<file path="src/rtl/gpio_evt_pkg.sv">
package gpio_evt_pkg;

   typedef enum logic [1:0] {
      SENSE_LEVEL = 2'd0,
      SENSE_RISE  = 2'd1,
      SENSE_ANY   = 2'd2
   } sense_e;

   // Per-bit mode decode; when both-edge support is compiled out the
   // select falls back to rising only.
   function automatic sense_e decode_sense(input logic typ, input logic be,
                                           input bit both_ok);
      sense_e m;
      if (!typ)
         m = SENSE_LEVEL;
      else if (be && both_ok)
         m = SENSE_ANY;
      else
         m = SENSE_RISE;
      return m;
   endfunction

endpackage

</file>
<file path="src/rtl/gpio_evt_sense.sv">
module gpio_evt_sense
   import gpio_evt_pkg::*;
#(
   parameter int WIDTH        = 32,
   parameter bit BOTH_EDGE_EN = 1'b1
) (
   input  logic             clk,
   input  logic             rst_n,
   input  logic [WIDTH-1:0] din,
   input  logic [WIDTH-1:0] evtyp,
   input  logic [WIDTH-1:0] evbe,
   output logic [WIDTH-1:0] hit
);

   logic [WIDTH-1:0] prev_q;
   logic             armed_q;

   // The previous-sample copy is only trusted once it has been loaded
   // from din after reset.
   always_ff @(posedge clk or negedge rst_n) begin
      if (!rst_n) begin
         prev_q  <= '0;
         armed_q <= 1'b0;
      end else begin
         prev_q  <= din;
         armed_q <= 1'b1;
      end
   end

   for (genvar i = 0; i < WIDTH; i++) begin : g_bit
      sense_e mode;
      logic   rise;
      logic   fall;
      always_comb begin
         mode = decode_sense(evtyp[i], evbe[i], BOTH_EDGE_EN);
         rise = armed_q & din[i] & ~prev_q[i];
         fall = armed_q & ~din[i] & prev_q[i];
         unique case (mode)
            SENSE_LEVEL: hit[i] = din[i];
            SENSE_RISE:  hit[i] = rise;
            SENSE_ANY:   hit[i] = rise | fall;
            default:     hit[i] = 1'b0;
         endcase
      end
   end

   // no edge is reported before the previous sample is valid
   p_first_cycle_r1: assert property (@(posedge clk) disable iff (!rst_n)
      !armed_q |-> ((hit & evtyp) == '0));

   // a steady input raises no edge event
   p_quiet_r4: assert property (@(posedge clk) disable iff (!rst_n)
      (armed_q && din == prev_q) |-> ((hit & evtyp) == '0));

   // a falling input never hits a rising-only bit
   p_rise_only_r3: assert property (@(posedge clk) disable iff (!rst_n)
      ((hit & evtyp & ~evbe & ~din) == '0));

endmodule

</file>
<file path="src/rtl/gpio_evt_status.sv">
module gpio_evt_status #(
   parameter int WIDTH = 32
) (
   input  logic             clk,
   input  logic             rst_n,
   input  logic [WIDTH-1:0] hit,
   input  logic             st_wr,
   input  logic [WIDTH-1:0] st_wdata,
   output logic [WIDTH-1:0] status
);

   logic [WIDTH-1:0] clr_mask;
   logic [WIDTH-1:0] st_q;
   logic [WIDTH-1:0] st_d;

   assign clr_mask = st_wr ? st_wdata : '0;
   // New events are ORed in after the clear, so they win a collision.
   assign st_d     = (st_q & ~clr_mask) | hit;

   always_ff @(posedge clk or negedge rst_n) begin
      if (!rst_n)
         st_q <= '0;
      else
         st_q <= st_d;
   end

   assign status = st_q;

   // every event present on a clock is recorded
   p_hit_sets_r6: assert property (@(posedge clk) disable iff (!rst_n)
      rst_n |=> ((status & $past(hit)) == $past(hit)));

   // written ones without a new event are cleared
   p_w1c_r5: assert property (@(posedge clk) disable iff (!rst_n)
      rst_n |=> ((status & $past(clr_mask & ~hit)) == '0));

   // bits not written keep a set value
   p_sticky_r2: assert property (@(posedge clk) disable iff (!rst_n)
      rst_n |=> ((status & $past(status & ~clr_mask)) == $past(status & ~clr_mask)));

endmodule

</file>
<file path="src/rtl/gpio_evt_irq.sv">
module gpio_evt_irq #(
   parameter int WIDTH = 32
) (
   input  logic [WIDTH-1:0] status,
   input  logic [WIDTH-1:0] even,
   output logic             irq
);

   logic [WIDTH-1:0] pend;

   assign pend = status & even;
   assign irq  = |pend;

endmodule

</file>
<file path="src/rtl/gpio_evt_unit.sv">
module gpio_evt_unit #(
   parameter int WIDTH        = 32,
   parameter bit BOTH_EDGE_EN = 1'b1
) (
   input  logic             clk,
   input  logic             rst_n,
   input  logic [WIDTH-1:0] din,
   input  logic [WIDTH-1:0] evtyp,
   input  logic [WIDTH-1:0] evbe,
   input  logic [WIDTH-1:0] even,
   input  logic             st_wr,
   input  logic [WIDTH-1:0] st_wdata,
   output logic [WIDTH-1:0] status,
   output logic             irq
);

   if (WIDTH < 1 || WIDTH > 1024) begin : g_bad_width
      $error("gpio_evt_unit: WIDTH out of range");
   end

   logic [WIDTH-1:0] hit;

   gpio_evt_sense #(.WIDTH(WIDTH), .BOTH_EDGE_EN(BOTH_EDGE_EN)) u_sense (
      .clk   (clk),
      .rst_n (rst_n),
      .din   (din),
      .evtyp (evtyp),
      .evbe  (evbe),
      .hit   (hit)
   );

   gpio_evt_status #(.WIDTH(WIDTH)) u_status (
      .clk      (clk),
      .rst_n    (rst_n),
      .hit      (hit),
      .st_wr    (st_wr),
      .st_wdata (st_wdata),
      .status   (status)
   );

   gpio_evt_irq #(.WIDTH(WIDTH)) u_irq (
      .status (status),
      .even   (even),
      .irq    (irq)
   );

   // with every enable off the interrupt is quiet
   p_irq_masked_r7: assert property (@(posedge clk) disable iff (!rst_n)
      (even == '0) |-> !irq);

endmodule

</file>
<file path="config.mk">
export PLATFORM = sky130hd
export DESIGN_NAME = gpio_evt_unit
export DESIGN_NICKNAME = d
export VERILOG_FILES = /design/src/rtl/gpio_evt_pkg.sv /design/src/rtl/gpio_evt_sense.sv /design/src/rtl/gpio_evt_status.sv /design/src/rtl/gpio_evt_irq.sv /design/src/rtl/gpio_evt_unit.sv
export SDC_FILE = /design/constraint.sdc
export NUM_CORES = 1
export LEC_CHECK = 0
export BUFFER_PORTS_ARGS = -buffer_cell sky130_fd_sc_hd__buf_4
export CAP_MARGIN = 15
export CORE_ASPECT_RATIO = 1.75
export CORE_UTILIZATION = 38
export DETAILED_ROUTE_END_ITERATION = 12
export PLACE_DENSITY = 0.77
export SETUP_SLACK_MARGIN = 0.02
export SLEW_MARGIN = 40
export SYNTH_ARGS = -nofsm -noshare
export SYNTH_HDL_FRONTEND = slang
export SYNTH_SLANG_ARGS = --single-unit
</file>
<file path="constraint.sdc">
create_clock -name clk -period 1.1 [get_ports clk]
set_input_delay 0.11 -clock clk [delete_from_list [all_inputs] [get_ports clk]]
set_output_delay 0.11 -clock clk [all_outputs]
set_load 0.05 [all_outputs]
</file>
Word level (Yosys, flattened, before mapping)
Index checks and enable logic that the tools add are counted.
{ "classes": {"add_sub_neg": 0, "mul": 0, "div_mod_pow": 0, "magnitude_cmp": 0, "n_eq_ne": 64, "n_shift": 0, "mux": 97, "n_bitwise": 228, "n_reduce_logical": 33} }
{ "ops": {"columns": ["operator", "count"], "rows": [
  ["bitwise AND 1 bit", 128],
  ["2-to-1 mux 2 bit", 64],
  ["one-hot mux 1 bit (3 select lines)", 32],
  ["bitwise AND 32 bit", 2],
  ["== test 2 x 1 -> 1 bit (second input constant)", 32],
  ["== test 2 bit (second input constant)", 32],
  ["logical NOT 2 bit", 32],
  ["inverter 1 bit", 64],
  ["2-to-1 mux 32 bit", 1],
  ["inverter 32 bit", 1],
  ["bitwise OR 1 bit", 32],
  ["bitwise OR 32 bit", 1],
  ["OR reduction 32 bit", 1]
]} }
{ "totals": {"register_bits": 65, "latch_bits": 0, "ram_bits": 0, "rom_bits": 0, "in_bits": 163, "out_inout_bits": 33, "word_cells": 425, "mem_count": 0} }

Longest topological paths before layout
Gate-level depths: netlist of run 1.
{ "logic_depth": {"word_depth": 6, "depth_mapped": 3, "mapped_depth_nobuf": 3} }

By module
A second synthesis of run 1 with hierarchy kept.
{ "unflattened": {"hier_cells": 286, "area_unflattened_um2": 3037.9} }
{ "by_module_without_submodules": {"columns": ["mod", "instances", "cells_per_inst", "area_each_um2", "seq_area_each_um2"], "rows": [
  ["gpio_evt_sense", 1, 166, 1685.4, 825.8],
  ["gpio_evt_status", 1, 99, 1194.9, 800.8],
  ["gpio_evt_irq", 1, 21, 157.7, 0.0]
]} }

Worst setup path after synthesis of run 1
No wires, ideal clock.
{ "synth_path": {"path_kind": "register -> output", "from": "register u_status.st_q[3], in the netlist u_status.status[3]", "to": "output irq", "t_arrival_ps": 1653, "t_required_ps": 990, "slack_ps": -663, "path_stages_with_launch": 4, "path_buffers": 0, "path_cell_list": "dfrtp_1 a22oi_1 nand4_1 or4_1"} }
{ "synth_via": {"elab_chain_len": 2} }
{ "synth_rtl": {"columns": ["element", "line_no", "source"], "rows": [
  ["start: declaration", "gpio_evt_status.sv:13", "logic [WIDTH-1:0] st_q;"],
  ["start signal: assignment", "gpio_evt_status.sv:24", "st_q <= st_d;"],
  ["bitwise AND 32 bit", "gpio_evt_irq.sv:11", "assign pend = status & even;"],
  ["OR reduction 32 bit", "gpio_evt_irq.sv:12", "assign irq = |pend;"],
  ["end: declaration", "gpio_evt_unit.sv:14", "output logic irq"]
]} }
Every way passes these cells.

Worst setup path after layout of run 1
{ "layout_path": {"from": "register u_status.st_q[4], in the netlist u_status.status[4]", "to": "output irq"} }
Same word-level chain as after synthesis.

==> results of run 1 <==
power by group through the flow:
| stage | sequential [mW] | combinational, mW | clock (mW) |
|---|---|---|---|
| finish | 2.77 | 2.57 | 2.86 |
| floorplan | 3.28 | 0.361 | 0 |
| CTS | 2.76 | 2.48 | 2.90 |
| detailed placement | 2.76 | 2.01 | 0 |
| global placement | 2.74 | 1.99 | 0 |
| global route | 2.79 | 2.71 | 3.02 |
cells by family (layout without fill, tap and decap cells):
group                  Yosys count  after routing
AO/OA/AOI/OAI                   80             80
buffers and inverters           38            322
flip-flops                      65             65
other                            1              1
AND/OR/NAND/NOR                101            101
layout make-up:
type	instances	area, sq um	area share [%]
clock buffer	13	260	4.33
clock inverter	3	40.0	0.666
inverter	32	120	2.00
multi-input combinational	182	1220	20.3
sequential	65	1660	27.6
tap	88	110	1.83
timing repair buffer	274	2600	43.3
worst paths after layout:
path                                       end  slack (ns)           startpoint  cells past startpoint
setup / recovery                           irq       -0.77   u_status.status[4]                      4
hold / removal               u_sense.prev_q[1]        0.09               din[1]                      2
setup reg to reg            u_status.status[3]       -0.01      u_sense.armed_q                      2
hold reg to reg            u_status.status[11]        0.62  u_status.status[11]                      2
max in group asynchronous  u_status.status[21]        0.39                rst_n                      3
min in group asynchronous    u_sense.prev_q[9]        0.15                rst_n                      2
stage by stage:
step	setup WS (ns)	power [mW]
finish	-0.774	8.21
global route	-0.830	8.52
CTS	-0.781	8.14
detailed placement	-0.494	4.77
global placement	-0.487	4.74
floorplan	-0.450	3.64
layer usage:
| metal | GRT usage, % | vias to the layer above | part of all wire, % |
|---|---|---|---|
| li1 | - | 1625 | - |
| met1 | 27.9 | 1691 | 34 |
| met2 | 50.5 | 136 | 55 |
| met3 | 6.66 | 42 | 5.8 |
| met4 | 18.0 | 0 | 4.9 |
| met5 | 0 | - | 0 |
cells in the mapped netlist (all sizes together):
cell type,count
a221o,32
nor2,32
or4,1
nand4,4
dfrtp,65
buf,3
inv,32
nand4b,32
conb,1
o21ai,32
nand2,32
a22oi,16
clkbuf,3
flip-flops by register name (all words and copies together) (netlist names):
signal	cells
u_sense.armed_q	1
u_sense.prev_q	32
u_status.status	32
what timing repair did:
action / 4_1_cts / 5_1_grt
pin swaps: 22 / 17
endpoints found under the hold margin: 97 / 0
setup buffers: 9 / 12
endpoints found under the setup margin: 35 / 65
gates resized for setup: 97 / 40
cloned: 2 / 1
hold buffers: 33 / 0
worst max-delay path: stages (launching register included):
cell and delay [ns]:
dfrtp_2 0.41, a22oi_2 0.16, nand4_1 0.13, or4_4 0.56, buf_8 0.17
==> run_results.csv, run 1 <==
group,metric,value,unit
run_status,status,"finished with violations",
run_status,violations,"negative setup slack",
yosys,ys_seq_area_share,55.3,%
pwr,ir_drop,1.19,mV
final_layout,final_common_cell,"buf_4",
global_route,grt_pass1_wl,16.6,mm
floorplan,die_area,8110,sq um
yosys,ys_warn_count,0,
route,wire_per_inst,17.2,um
global_route,grt-ovfl-total,0,
yosys,synth_area_leaders,"dfrtp_1, a221o_1, nand4b_1, o21ai_0, inv_1",
worst_setup_path,arrival,1.76,ns
yosys,synthAdderAreaFrac,0,%
floorplan,pin_count,196,
worst_hold_path,hold_path_class,"in2reg",
yosys,synthXorXnorAreaFrac,0,%
worst_setup_path,end_kind,"primary output",
final_layout,nets,727,
route,drtPass1Iterations,4,
pwr,p_clk_share,34.9,%
yosys,syn_area,2940,sq um
route,drt-initial-drc-count,221,
yosys,synthMuxAreaShare,0,%
timing,final.setup_skew,0.00961,ns
worst_setup_path,path_class,"reg2out",
timing,finalMaxSlewViolations,0,
placement,dp_cells,599,
placement,placed_cell_area,4840,sq um
yosys,synthSimpleGateAreaFrac,18.8,%
timing,setup_viol,32,
route,viasPerCell,5.32,
timing,fin_crit_sh,170,%
yosys,synth_top_area_share,55.3,%
pwr,p_int,5.89,mW
timing,fin_crit,1.87,ns
yosys,synth_cells,285,
floorplan,core-area,7510,sq um
pwr,switching_share,28.2,%
pwr,comb_power_share,31.4,%
global_route,antenna_found_initial,0,
flow_run,maxCapViolCount,0,
floorplan,fp.dieH,118,um
placement,io_buffer_count,195,
yosys,synth_top_family_by_area,"compound AO/OA/AOI/OAI gates",
final_layout,fin_area,6010,sq um
clocking,cts_sinks,65,
final_layout,area_growth_syn_to_layout,104,%
pwr,p_leak,2.87,nW
final_layout,diodes,0,
timing,clock.fmax,534,MHz
final_layout,fillCellCount,472,
clocking,htree_levels,3,
route,drc,0,
pwr,powerDensity,1370,nW/um^2
placement,place_congestion,0.856,
clocking,clock_latency,0.33,ns
yosys,synth_compound_area_share,20.8,%
placement,hpwlAfterDp,7.85,mm
floorplan,fp.dieW,68.5,um
timing,fin_setup_tns,-1.28,ns
worst_setup_path,start_kind,"flip-flop",
clocking,clk_pin_slew,0.06,ns
final_layout,mostFrequentLayoutCells,"buf_4, dfrtp_1, buf_6",
yosys,syn_area_per_cell,10.3,sq um
clocking,cts_tree,"built",
timing,fin_ws,-0.774,ns
route,routed_wl,11.3,mm
route,routed-via-count,3494,
floorplan,start_util,39.1,%
timing,hold_slack,0.0876,ns
timing,rsz0062_at_grt,"yes",
clocking,clk_root_buffer_cell,"clkbuf_16",
final_layout,stdcell_count,657,
pwr,p_sw,2.32,mW
pwr,power_frac_seq,33.7,%
final_layout,utilization,80.0,%
final_layout,drive_gt1_share,51.7,%
global_route,grt_max_degree,58,
yosys,synth_nets,448,
yosys,synth-seq-cells,65,
worst_setup_path,cp_max_fo,2,
global_route,first_global_vias,3654,
clocking,clockBufferDepth,2,
timing,finalHoldViolations,0,
worst_setup_path,required,0.99,ns
route,postRouteAntennaNets,0,
global_route,gr-usage-all-layers,28.6,%
yosys,synth.distinct_cells,15,
yosys,synth_top_cell_by_area,"dfrtp_1",
floorplan,rows,42,
clocking,cts-buffers-inserted,9,
No activity file was read; power rests on OpenSTA's default activity.
==> run 2, diff against run 1 <==
CORE_UTILIZATION = 39   (was 38)
CTS_BUF_LIST = sky130_fd_sc_hd__clkbuf_8   (was not set)
PLACE_DENSITY = 0.78   (was 0.77)
==> run 2 against run 1 <==
- the flow still finishes with violations (negative setup slack)
- largest power group is now registers
- clock power shrank 36%
- non-clock buffer count grew 3
- count of clock-buffer cells in the layout shrank 2
- sequential share of layout area grew 0.72 points
- worst setup slack lost 0.12 ns
==> run_results.csv, run 2 (same netlist as run 1, synthesis figures left out) <==
group,metric,value,unit
timing,hold_slack,0.0839,ns
route,wire_per_inst,17.6,um
worst_setup_path,r2r_setup_slack,-0.01,ns
route,drc,0,
worst_setup_path,path_class,"reg2out",
flow_run,maxCapViolCount,0,
timing,rsz0062_at_grt,"yes",
pwr,power_frac_seq,38.5,%
timing,setup_viol,35,
clocking,cts_sinks,65,
worst_hold_path,hold_path_class,"in2reg",
placement,place_congestion,0.862,
clocking,clockBufferDepth,2,
pwr,ir_drop,1.02,mV
global_route,grt-ovfl-total,0,
placement,hpwlAfterDp,8.12,mm
placement,dp_cells,599,
clocking,cts_tree,"built",
clocking,cts-buffers-inserted,9,
route,viasPerCell,5.31,
clocking,clock_latency,0.35,ns
route,drtPass1Iterations,6,
floorplan,rows,41,
route,drt-initial-drc-count,183,
floorplan,die_area,7910,sq um
pwr,powerDensity,1220,nW/um^2
pwr,p_leak,2.82,nW
final_layout,diodes,0,
timing,fin_crit_sh,181,%
worst_setup_path,arrival,1.88,ns
floorplan,core-area,7230,sq um
global_route,gr-usage-all-layers,28.9,%
timing,fin_crit,1.99,ns
placement,io_buffer_count,195,
global_route,grt_max_degree,28,
worst_setup_path,end_kind,"primary output",
final_layout,utilization,81.0,%
worst_setup_path,rr_endpoint,"u_status.status[3]",
floorplan,fp.dieH,117,um
global_route,grt_pass1_wl,16.5,mm
final_layout,final_common_cell,"buf_4",
timing,finalHoldViolations,0,
final_layout,area_growth_syn_to_layout,99.1,%
worst_hold_path,hp-start,"din[27]",
route,routed-via-count,3493,
timing,clock.fmax,502,MHz
global_route,antenna_found_initial,0,
floorplan,fp.dieW,67.7,um
timing,finalMaxSlewViolations,0,
final_layout,mostFrequentLayoutCells,"buf_4, buf_6, dfrtp_1",
worst_setup_path,reg2reg_depth,3,
pwr,p_sw,2.22,mW
timing,final.setup_skew,0.0124,ns
pwr,p_clk_share,25.4,%
floorplan,start_util,40.7,%
worst_hold_path,worstHoldPathCells,2,
final_layout,stdcell_count,658,
route,routed_wl,11.6,mm
run_status,status,"finished with violations",
worst_hold_path,min_to,"u_sense.prev_q[27]",
placement,pre_cts_ws,-0.527,ns
worst_setup_path,cp_max_fo,2,
pwr,switching_share,31.0,%
worst_setup_path,required,0.99,ns
timing,fin_ws,-0.890,ns
worst_setup_path,start_kind,"flip-flop",
final_layout,drive_gt1_share,50.9,%
final_layout,nets,730,
pwr,comb_power_share,36.1,%
pwr,p_int,4.94,mW
worst_setup_path,worstReg2RegStart,"u_status.status[3]",
clocking,clk_root_buffer_cell,"clkbuf_8",
run_status,violations,"negative setup slack",
global_route,first_global_vias,3727,
clocking,clk_pin_slew,0.07,ns
route,postRouteAntennaNets,0,
clocking,htree_levels,3,
floorplan,pin_count,196,
==> run 2: changes by cell type in the layout (fill, tap and decap cells not counted), sizes merged <==
cell	delta
clkbuf	-4
buf	+5
bufinv	-1
inv	+2
clkinv	+1
dlymetal6s4s	-1
dlygate4sd3	+1
==> run 2: stage by stage <==
step | setup TNS (ns) | total power, mW | area [sq um]
floorplan | -0.450 | 3.64 | 2980
global placement | -0.532 | 4.74 | 4860
detailed placement | -0.527 | 4.79 | 4860
CTS | -2.29 | 7.07 | 5770
global route | -2.80 | 7.44 | 5860
finish | -1.83 | 7.16 | 5860
==> run 2: per-layer routing <==
metal	global-route usage [%]	vias up	share of wire (%)
met1	27.7	1684	34
li1	-	1630	-
met3	5.33	42	4.6
met2	52.9	137	57
met5	0	-	0
met4	20.3	0	4.5
==> run 2: area by class of cell <==
class                      count  area [sq um]
timing repair buffer         277          2620
sequential                    65          1660
fill                         431          1380
multi-input combinational    182          1180
clock buffer                  11           151
inverter                      32           120
tap                           86           108
clock inverter                 5          22.5
==> run 2: power groups by stage <==
stage                     combinational (mW)  clock, mW  sequential [mW]
after CTS                               2.49       1.84             2.74
after floorplan                        0.361          0             3.28
after global placement                  2.00          0             2.74
after detailed placement                2.02          0             2.76
after global routing                    2.71       1.96             2.78
final                                   2.59       1.82             2.76
==> run 2: worst max path at each step <==
stage,start,cells after the start,end
2_1_floorplan,u_status.status[3],3,irq
3_3_place_gp,u_status.status[14],4,irq
3_5_place_dp,u_status.status[3],4,irq
4_1_cts,u_status.status[25],4,irq
5_1_grt,u_status.status[14],4,irq
6_report,u_status.status[7],4,irq
==> run 2: worst max-delay path, stage by stage, from the launching register on <==
cell     delay (ns)
dfrtp_2        0.42
a22oi_2        0.18
nand4_1        0.20
or4_4          0.57
buf_6          0.17
==> run 2: repair_timing <==
action | CTS | global route
gates cloned | 0 | 1
pin swaps | 3 | 4
buffers inserted | 13 | 16
resized for setup | 94 | 35
setup endpoints to repair | 36 | 48
hold endpoints to repair | 97 | 0
hold buffers | 33 | 0
==> run 3, diff against run 2 <==
ABC_AREA = 1   (was not set)
CORE_UTILIZATION = 40   (was 39)
PLACE_DENSITY = 0.79   (was 0.78)
==> run 3 against run 2 <==
- the flow still finishes with violations (negative setup slack)
- power is 0.54% higher
- clock skew is 0.0067 ns lower
- final area is 5.1% higher
- die area is 1.7% higher
- count of clock-buffer cells in the layout is 1 lower
- register-to-register slack hardly changed
- utilization is 3.0 points higher
- hold slack worse by 0.071 ns
- via count is 15% higher
- sequential power hardly changed
- critical endpoint unchanged
- largest power group unchanged
==> run_results.csv, run 3 <==
group,metric,value,unit
run_status,status,"finished with violations",
run_status,violations,"negative setup slack",
floorplan,fp.dieW,68.2,um
timing,finalHoldViolations,0,
yosys,synthMostInstantiatedCell,"nand2_1",
worst_setup_path,crit_buf_inv,1,
yosys,synth_nets,567,
yosys,synthAdderAreaFrac,0,%
clocking,clk_root_buffer_cell,"clkbuf_8",
timing,fin_ws,-0.443,ns
route,drt-initial-drc-count,267,
global_route,grt_max_degree,66,
clocking,cts-buffers-inserted,9,
placement,place_congestion,0.846,
timing,clock.fmax,648,MHz
yosys,syn_area,3070,sq um
final_layout,area_growth_syn_to_layout,101,%
yosys,synth-seq-cells,65,
worst_setup_path,path_class,"reg2out",
global_route,antenna_found_initial,0,
yosys,ys_warn_count,0,
pwr,p_leak,3.28,nW
final_layout,nets,857,
timing,setup_viol,35,
final_layout,drive_gt1_share,44.5,%
worst_hold_path,worstHoldPathCells,4,
yosys,synth_top_cell_by_area,"dfrtp_1",
yosys,yosys-top-cells-count,"nand2_1, nand3_1, dfrtp_1",
floorplan,pin_count,196,
timing,fin_crit_sh,140,%
yosys,synth_cells,404,
final_layout,diodes,0,
worst_setup_path,slowest_stage,"dfrtp_2",
yosys,synth_compound_area_share,3.67,%
route,drtPass1Iterations,4,
worst_hold_path,min_to,"u_status.status[29]",
floorplan,rows,41,
yosys,synth.distinct_cells,12,
route,drc,0,
global_route,gr-usage-all-layers,32.6,%
placement,pre_cts_ws,-0.124,ns
yosys,synthMuxAreaShare,0,%
yosys,synth_top_flop_cell,"dfrtp_1",
timing,fin_crit,1.54,ns
worst_setup_path,reg2reg_depth,6,
route,routed_wl,13.7,mm
clocking,clock_latency,0.34,ns
final_layout,fillCellCount,395,
placement,hpwlAfterDp,8.36,mm
worst_setup_path,worstReg2RegStart,"u_sense.armed_q",
final_layout,multi_input_area,1380,sq um
clocking,htree_levels,3,
timing,final.setup_skew,0.00572,ns
worst_setup_path,crit_chain,"nand2_1, nand2_1, nor2_1, nand2_1, nor2_2, nand2_2, buf_8",
flow_run,maxCapViolCount,0,
yosys,synthXorXnorAreaFrac,0,%
timing,rsz0062_at_grt,"yes",
floorplan,core-area,7340,sq um
worst_setup_path,arrival,1.43,ns
yosys,synth_area_leaders,"dfrtp_1, nand2_1, nand3_1, inv_1, and3_1",
floorplan,start_util,41.9,%
pwr,ir_drop,0.898,mV
global_route,grt-ovfl-total,0,
worst_setup_path,start_kind,"flip-flop",
worst_setup_path,end_kind,"primary output",
placement,dp_cells,713,
global_route,first_global_vias,4273,
clocking,cts_tree,"built",
worst_setup_path,required,0.99,ns
yosys,synthSimpleGateAreaFrac,37.6,%
route,wire_per_inst,17.4,um
yosys,synthArstFlopShare,100,%
final_layout,fin_area,6160,sq um
route,postRouteAntennaNets,0,
yosys,synth_edf_count,0,
worst_setup_path,crit_top_cell,"nand2_1",
yosys,synth_top_area_share,53.0,%
final_layout,stdcell_count,785,
worst_hold_path,hold_path_class,"in2reg",
final_layout,mostFrequentLayoutCells,"nand2_1, buf_4, nand3_1",
pwr,powerDensity,1170,nW/um^2
worst_setup_path,r2r_setup_slack,-0.02,ns
worst_hold_path,hp-start,"st_wdata[29]",
yosys,synth_top_family_by_area,"simple AND/OR/NAND/NOR gates",
yosys,syn_area_per_cell,7.60,sq um
global_route,grt_pass1_wl,18.9,mm
yosys,ys_seq_area_share,53.0,%
timing,finalMaxSlewViolations,0,
route,viasPerCell,5.10,
clocking,clk_pin_slew,0.07,ns
clocking,cts_sinks,65,
final_layout,register_area,1670,sq um
final_layout,final_common_cell,"nand2_1",
placement,placed_cell_area,4920,sq um
worst_setup_path,cp_max_fo,2,
floorplan,fp.dieH,118,um
worst_setup_path,cpPeakStageDelay,0.41,ns
route,routed-via-count,4001,
worst_setup_path,rr_endpoint,"u_status.status[3]",
worst_setup_path,cp_top_family,"simple AND/OR/NAND/NOR gates",
clocking,clockBufferDepth,2,
floorplan,die_area,8040,sq um
placement,io_buffer_count,195,
## run 3: repair_timing
item                                   4_1_cts  5_1_grt
buffers inserted                             5       19
endpoints found under the hold margin      108        0
setup endpoints to repair                   32       38
gates resized for setup                     89       54
hold buffers                                44        0
cloned                                       0        3
pin swaps                                    1       24
## run 3: layout make-up
type                       instances  share of cell area [%]
multi-input combinational        300                    22.3
clock inverter                     6                   0.366
timing repair buffer             285                    44.2
inverter                          33                    2.05
clock buffer                      10                    2.24
sequential                        65                    27.1
tap                               86                    1.75
## run 3: report_power, final
group,leakage (nW),switching [mW],internal (mW)
clock network,0.104,0.893,0.832
logic,2.47,1.33,1.39
registers,0.700,0.143,2.61
total,3.28,2.36,4.84
## run 3: cells by family (layout without fill, tap and decap cells)
group / after synthesis / count (layout)
compound gates: 20 / 20
buf+inv: 39 / 334
flops: 65 / 65
other cells: 1 / 1
simple gates: 279 / 279
## run 3: worst register-to-register path, stage by stage (launching register included)
cell and delay [ns]:
dfrtp_1 0.40, inv_4 0.11, buf_12 0.15, buf_4 0.11
a21oi_1 0.03, o22ai_1 0.14, nand2_1 0.08
## run 3: routing by layer
metal | GRT usage (%) | routed length [um] | vias to the layer above
met2 | 61.3 | 7880 | 185
met3 | 5.52 | 615 | 58
li1 | - | - | 1872
met4 | 21.4 | 869 | 0
met5 | 0 | 0 | -
met1 | 28.9 | 4310 | 1886
## run 3: per-stage QoR
step	setup TNS (ns)	hold WS, ns	power, mW	utilization, %
floorplan	-0.0877	-0.186	3.67	-
global placement	-0.0987	0.137	4.74	67.0
detailed placement	-0.124	0.139	4.79	67.0
CTS	-1.92	0.000833	6.97	79.9
global route	-2.83	0.0137	7.50	83.9
finish	-1.65	0.0133	7.20	83.9
## run 3: worst max path at each step
| stage | from | to | slack [ns] | depth (start not counted) |
|---|---|---|---|---|
| floorplan | u_status.status[28] | irq | -0.09 | 6 |
| global placement | u_status.status[6] | irq | -0.1 | 7 |
| detailed placement | u_status.status[17] | irq | -0.12 | 7 |
| CTS | u_status.status[6] | irq | -0.44 | 7 |
| global route | u_status.status[2] | irq | -0.53 | 7 |
| finish | u_status.status[3] | irq | -0.44 | 7 |
